**src/rtl/rxpk_pkg.sv**
```systemverilog
package rxpk_pkg;
  localparam int          BYTE_W      = 8;
  localparam int          CRC_W       = 16;
  localparam int          CRC_BYTES   = CRC_W / BYTE_W;
  localparam logic [15:0] CRC_SEED    = 16'hFFFF;
  localparam logic [15:0] CRC_POLY_RF = 16'hA001;  // reflected 0x8005
  localparam logic [15:0] CRC_GOOD    = 16'hB001;  // residue over data+crc
  localparam logic [7:0]  ACK_CODE    = 8'hD2;

  // one byte, LSB first, through the reflected CRC16 register
  function automatic logic [15:0] crc16_byte(input logic [15:0] c_in,
                                             input logic [7:0]  d);
    logic [15:0] c;
    logic        fb;
    c = c_in;
    for (int i = 0; i < BYTE_W; i++) begin
      fb = c[0] ^ d[i];
      c  = c >> 1;
      if (fb) c = c ^ CRC_POLY_RF;
    end
    return c;
  endfunction

  function automatic logic pid_is_data(input logic [3:0] p);
    return p[1:0] == 2'b11;
  endfunction
endpackage

```
**src/rtl/rxpk_crc.sv**
```systemverilog
module rxpk_crc
  import rxpk_pkg::*;
(
  input  logic              clk,
  input  logic              rst,
  input  logic              clr,
  input  logic              en,
  input  logic [BYTE_W-1:0] din,
  output logic [CRC_W-1:0]  crc_q
);
  logic [CRC_W-1:0] base;

  assign base = clr ? CRC_SEED : crc_q;

  always_ff @(posedge clk) begin
    if (rst)     crc_q <= CRC_SEED;
    else if (en) crc_q <= crc16_byte(base, din);
    else         crc_q <= base;
  end


  crc_seed_chk: assert property (@(posedge clk) disable iff (rst)
    (clr && !en) |=> (crc_q == CRC_SEED));

  crc_hold_chk: assert property (@(posedge clk) disable iff (rst)
    (!clr && !en) |=> $stable(crc_q));
endmodule

```
**config.mk**
```make
export PLATFORM = sky130hd
export DESIGN_NAME = rxpk_crc
export DESIGN_NICKNAME = d
export VERILOG_FILES = /design/src/rtl/rxpk_pkg.sv /design/src/rtl/rxpk_crc.sv
export SDC_FILE = /design/constraint.sdc
export NUM_CORES = 1
export LEC_CHECK = 0
export BUFFER_PORTS_ARGS = -buffer_cell sky130_fd_sc_hd__buf_2
export CORE_MARGIN = 3
export CORE_UTILIZATION = 55
export CTS_CLUSTER_SIZE = 28
export DETAILED_ROUTE_END_ITERATION = 7
export GPL_TIMING_DRIVEN = 0
export PLACE_DENSITY = 0.81
export SLEW_MARGIN = 20
export SYNTH_ARGS = -nofsm -noshare
export SYNTH_HDL_FRONTEND = slang
export SYNTH_SLANG_ARGS = --single-unit
```
**constraint.sdc**
```tcl
create_clock -name clk -period 3.8 [get_ports clk]
set_clock_uncertainty 0.05 [all_clocks]
set_input_delay 0.19 -clock clk [delete_from_list [all_inputs] [get_ports clk]]
set_output_delay 0.19 -clock clk [all_outputs]
set_load 0.005 [all_outputs]
```
==> flow_metrics.env <==
export IMPL_status="finished, final reports clean"
export IMPL_netlist_instances=122
export IMPL_met3RoutedLength_um=122
export IMPL_crit_path_start_kind="register"
export IMPL_avgSynthCellArea_um2=8.34
export IMPL_antenna_violating_nets_post_route=0
export IMPL_total_power_uw=430
export IMPL_insertedDiodeCount=0
export IMPL_synth_simple_gate_area_share_pct=17.5
export IMPL_ctsHtreeMaxLevel=1
export IMPL_grt_antenna_before_repair=0
export IMPL_worstHoldEndpoint="crc_q[14]"
export IMPL_synth_sequential_area_ratio_pct=31.5
export IMPL_drt_iter0_markers=23
export IMPL_critical_path_slowest_cell="or4_4"
export IMPL_final_hold_viol_count=0
export IMPL_grt_usage_pct=22.0
export IMPL_share_clk_of_total_power_pct=26.6
export IMPL_layout_nets=164
export IMPL_post_cts_buffers=0
export IMPL_detail_route_wirelength_met1_mm=1.20
export IMPL_pwr_density_mw_per_mm2=356
export IMPL_leakagePower_nw=0.481
export IMPL_cts_tree="built"
export IMPL_die_width_um=49.0
export IMPL_clock_sink_count=16
export IMPL_mostFrequentLayoutCells="buf_2 (26), nand2_1 (17), xnor2_1 (17)"
export IMPL_post_cts_hold_buffer_count=0
export IMPL_largest_reg_flops=16
export IMPL_cp_slowest_stage_delay_ns=0.54
export IMPL_hold_ws_ns=0.136
export IMPL_placement_rows=14
export IMPL_global_route_overflow_total=0
export IMPL_die_height_um=49.0
export IMPL_synth_top_family_by_area="compound AO/OA/AOI/OAI gates"
export IMPL_drt_first_pass_iters=4
export IMPL_fin_tns_setup_ns=0
export IMPL_share_of_post_route_cells_with_drive_strength_above_1_pct=25.2
export IMPL_hold_path_startpoint="rst"
export IMPL_fp_dieArea_mm2=0.00240
export IMPL_synth_main_ff_cell="dfxtp_1"
export IMPL_rsz_0062_raised_after_global_routing="no"
export IMPL_routed_vias=963
export IMPL_drt_total_wl_mm=2.43
export IMPL_finalWeightedCongestion=0.915
export IMPL_route_detailed_wl_per_inst_um=13.9
export IMPL_layout_stage_area_growth_over_the_synthesis_result_pct=18.8
export IMPL_netlist_cell_type_count=30
export IMPL_postCtsResizedCells=0
export IMPL_yosys_area_share_xor_xnor_pct=19.8
export IMPL_synth_yosys_warnings=0
export IMPL_whs_path_depth=3
export IMPL_worstHoldPathType="in2reg"
export IMPL_cts_reportedPaths_clkPinSlew_ns=0.10
export IMPL_critical_path_endpoint_type="register"
export IMPL_via_per_inst=5.50
export IMPL_syn_area_mm2=0.00102
export IMPL_numCtsBuffers=3
export IMPL_share_of_synthesized_area_spent_on_multiplexers_pct=4.92
export IMPL_cp_max_fo=5
export IMPL_relSlewSlack_pct=61.8
export IMPL_largestRegisters="crc_q: 16 flops"
export IMPL_post_place_cells=171
export IMPL_synth_net_count=134
export IMPL_finalWorstPathRequiredPeriod_ns=2.23
export IMPL_pwr_share_comb_pct=28.9
export IMPL_worst_r2r_src="crc_q[6]"
export IMPL_power_net_switching_uw=136
export IMPL_top_layer_used="met4"
export IMPL_timing_final_setup_violations=0
export IMPL_async_reset_ff_share_pct=0
export IMPL_maximum_number_of_pins_on_one_net_before_global_route_repair=11
export IMPL_critical_path_class="reg2reg"
export IMPL_timing_max_transition_violations_final=0
export IMPL_cp_cell_sequence="xnor2_1, o21ai_0, a211oi_1, or4_4, a2111oi_4, o31ai_1"
export IMPL_reg2reg_depth=6
export IMPL_power_share_switching_pct=31.5
export IMPL_cts_root_buf="clkbuf_4"
export IMPL_max_cap_violations=0
export IMPL_maxClockFrequency_ghz=0.448
export IMPL_post_route_util_pct=74.2
export IMPL_max_clock_path_buffers=2
export IMPL_layout_cells_most_common="buf_2"
export IMPL_fp_coreArea_mm2=0.00163
export IMPL_timing_reg2reg_setup_slack_ns=1.57
export IMPL_fin_cells=175
export IMPL_synthAdderAreaFrac_pct=0
export IMPL_grt_pass1_wl_mm=4.24
export IMPL_power_sequential_fraction_pct=44.5
export IMPL_vdd_ir_drop_worst_mv=0.311
export IMPL_worst_endpoint_arrival_ns=2.35
export IMPL_drc=0
export IMPL_cp_data_required_time_ns=3.92
export IMPL_synth_edf_count=0
export IMPL_io_pins=28
export IMPL_p_int_uw=295
export IMPL_dp_hpwl_mm=1.84
export IMPL_initial_standard_cell_utilization_of_the_core_pct=62.4
export IMPL_port_buffers=25
export IMPL_worstMarginPinSlew_ns=0.574
export IMPL_min_period_over_period_pct=58.7
export IMPL_regMostFlops="crc_q"
export IMPL_clk_insertion_delay_late_ns=0.29
export IMPL_grt_pass1_vias=961
export IMPL_met2RoutedLength_mm=1.09
export IMPL_crit_reg2reg_capture="crc_q[0]"
export IMPL_synth_compound_gate_area_share_pct=20.8
export IMPL_synth_ff_latch_count=16
synthesized netlist by cell type (2+ instances only):
library cell  number  area, um^2
a211oi_1           3        22.5
a21oi_1            5        25.0
a31oi_1            2        12.5
buf_4              2        15.0
dfxtp_1           16         320
inv_1              3        11.3
mux2i_1            5        50.1
nand2_1           17        63.8
nor2_1             9        33.8
nor3_1             3        15.0
o21ai_0           10        50.1
o22ai_1            2        12.5
o31ai_1            4        30.0
or3_1              4        25.0
xnor2_1           17         149
xor2_1             6        52.6
cell families after synthesis:
family	after synthesis
compound gates	30
mux	5
xor+xnor	23
simple gates	38
flops	16
buf+inv	10
stage by stage:
stage          worst slack, ns  area, um^2
5_1_grt                   1.43        1210
6_report                  1.57        1210
3_5_place_dp              1.61        1170
3_3_place_gp              1.62        1170
4_1_cts                   1.59        1210
2_1_floorplan             1.70        1020
worst max path at each step:
stage,startpoint,to,slack (ns),cells past startpoint
floorplan,crc_q[5],crc_q[0],1.70,6
global placement,crc_q[5],crc_q[0],1.62,6
detailed placement,crc_q[3],crc_q[0],1.61,6
CTS,crc_q[6],crc_q[0],1.59,6
global route,crc_q[6],crc_q[0],1.43,6
finish,crc_q[6],crc_q[0],1.57,6
critical path, delay by kind of cell, from the launching register on:
kind	cells	cell delay, ns
compound gates	4	0.97
simple gates	1	0.54
xor+xnor	1	0.11
flops	1	0.44
area by class of cell:
class                   count  area (um^2)
clock buffers               4         36.3
flip-flops and latches     16          320
multi-input cells          96          641
repair buffers             25          125
plain buffers               7         45.0
fillers                   145          420
inverters                   3         11.3
well taps                  24         30.0
per-layer routing:
| layer | track usage [%] | vias up |
|---|---|---|
| met1 | 29.0 | 448 |
| met4 | 5.21 | 0 |
| met5 | 0 | - |
| met2 | 36.2 | 30 |
| li1 | - | 483 |
| met3 | 4.89 | 2 |
power groups by stage:
stage | combinational (mW) | clock [mW] | sequential [mW]
after floorplan | 0.0854 | 0 | 0.195
after global placement | 0.119 | 0 | 0.195
after detailed placement | 0.122 | 0 | 0.195
after CTS | 0.123 | 0.116 | 0.192
after global routing | 0.137 | 0.124 | 0.194
final | 0.124 | 0.114 | 0.191
Power figures use the tool's default switching activity.
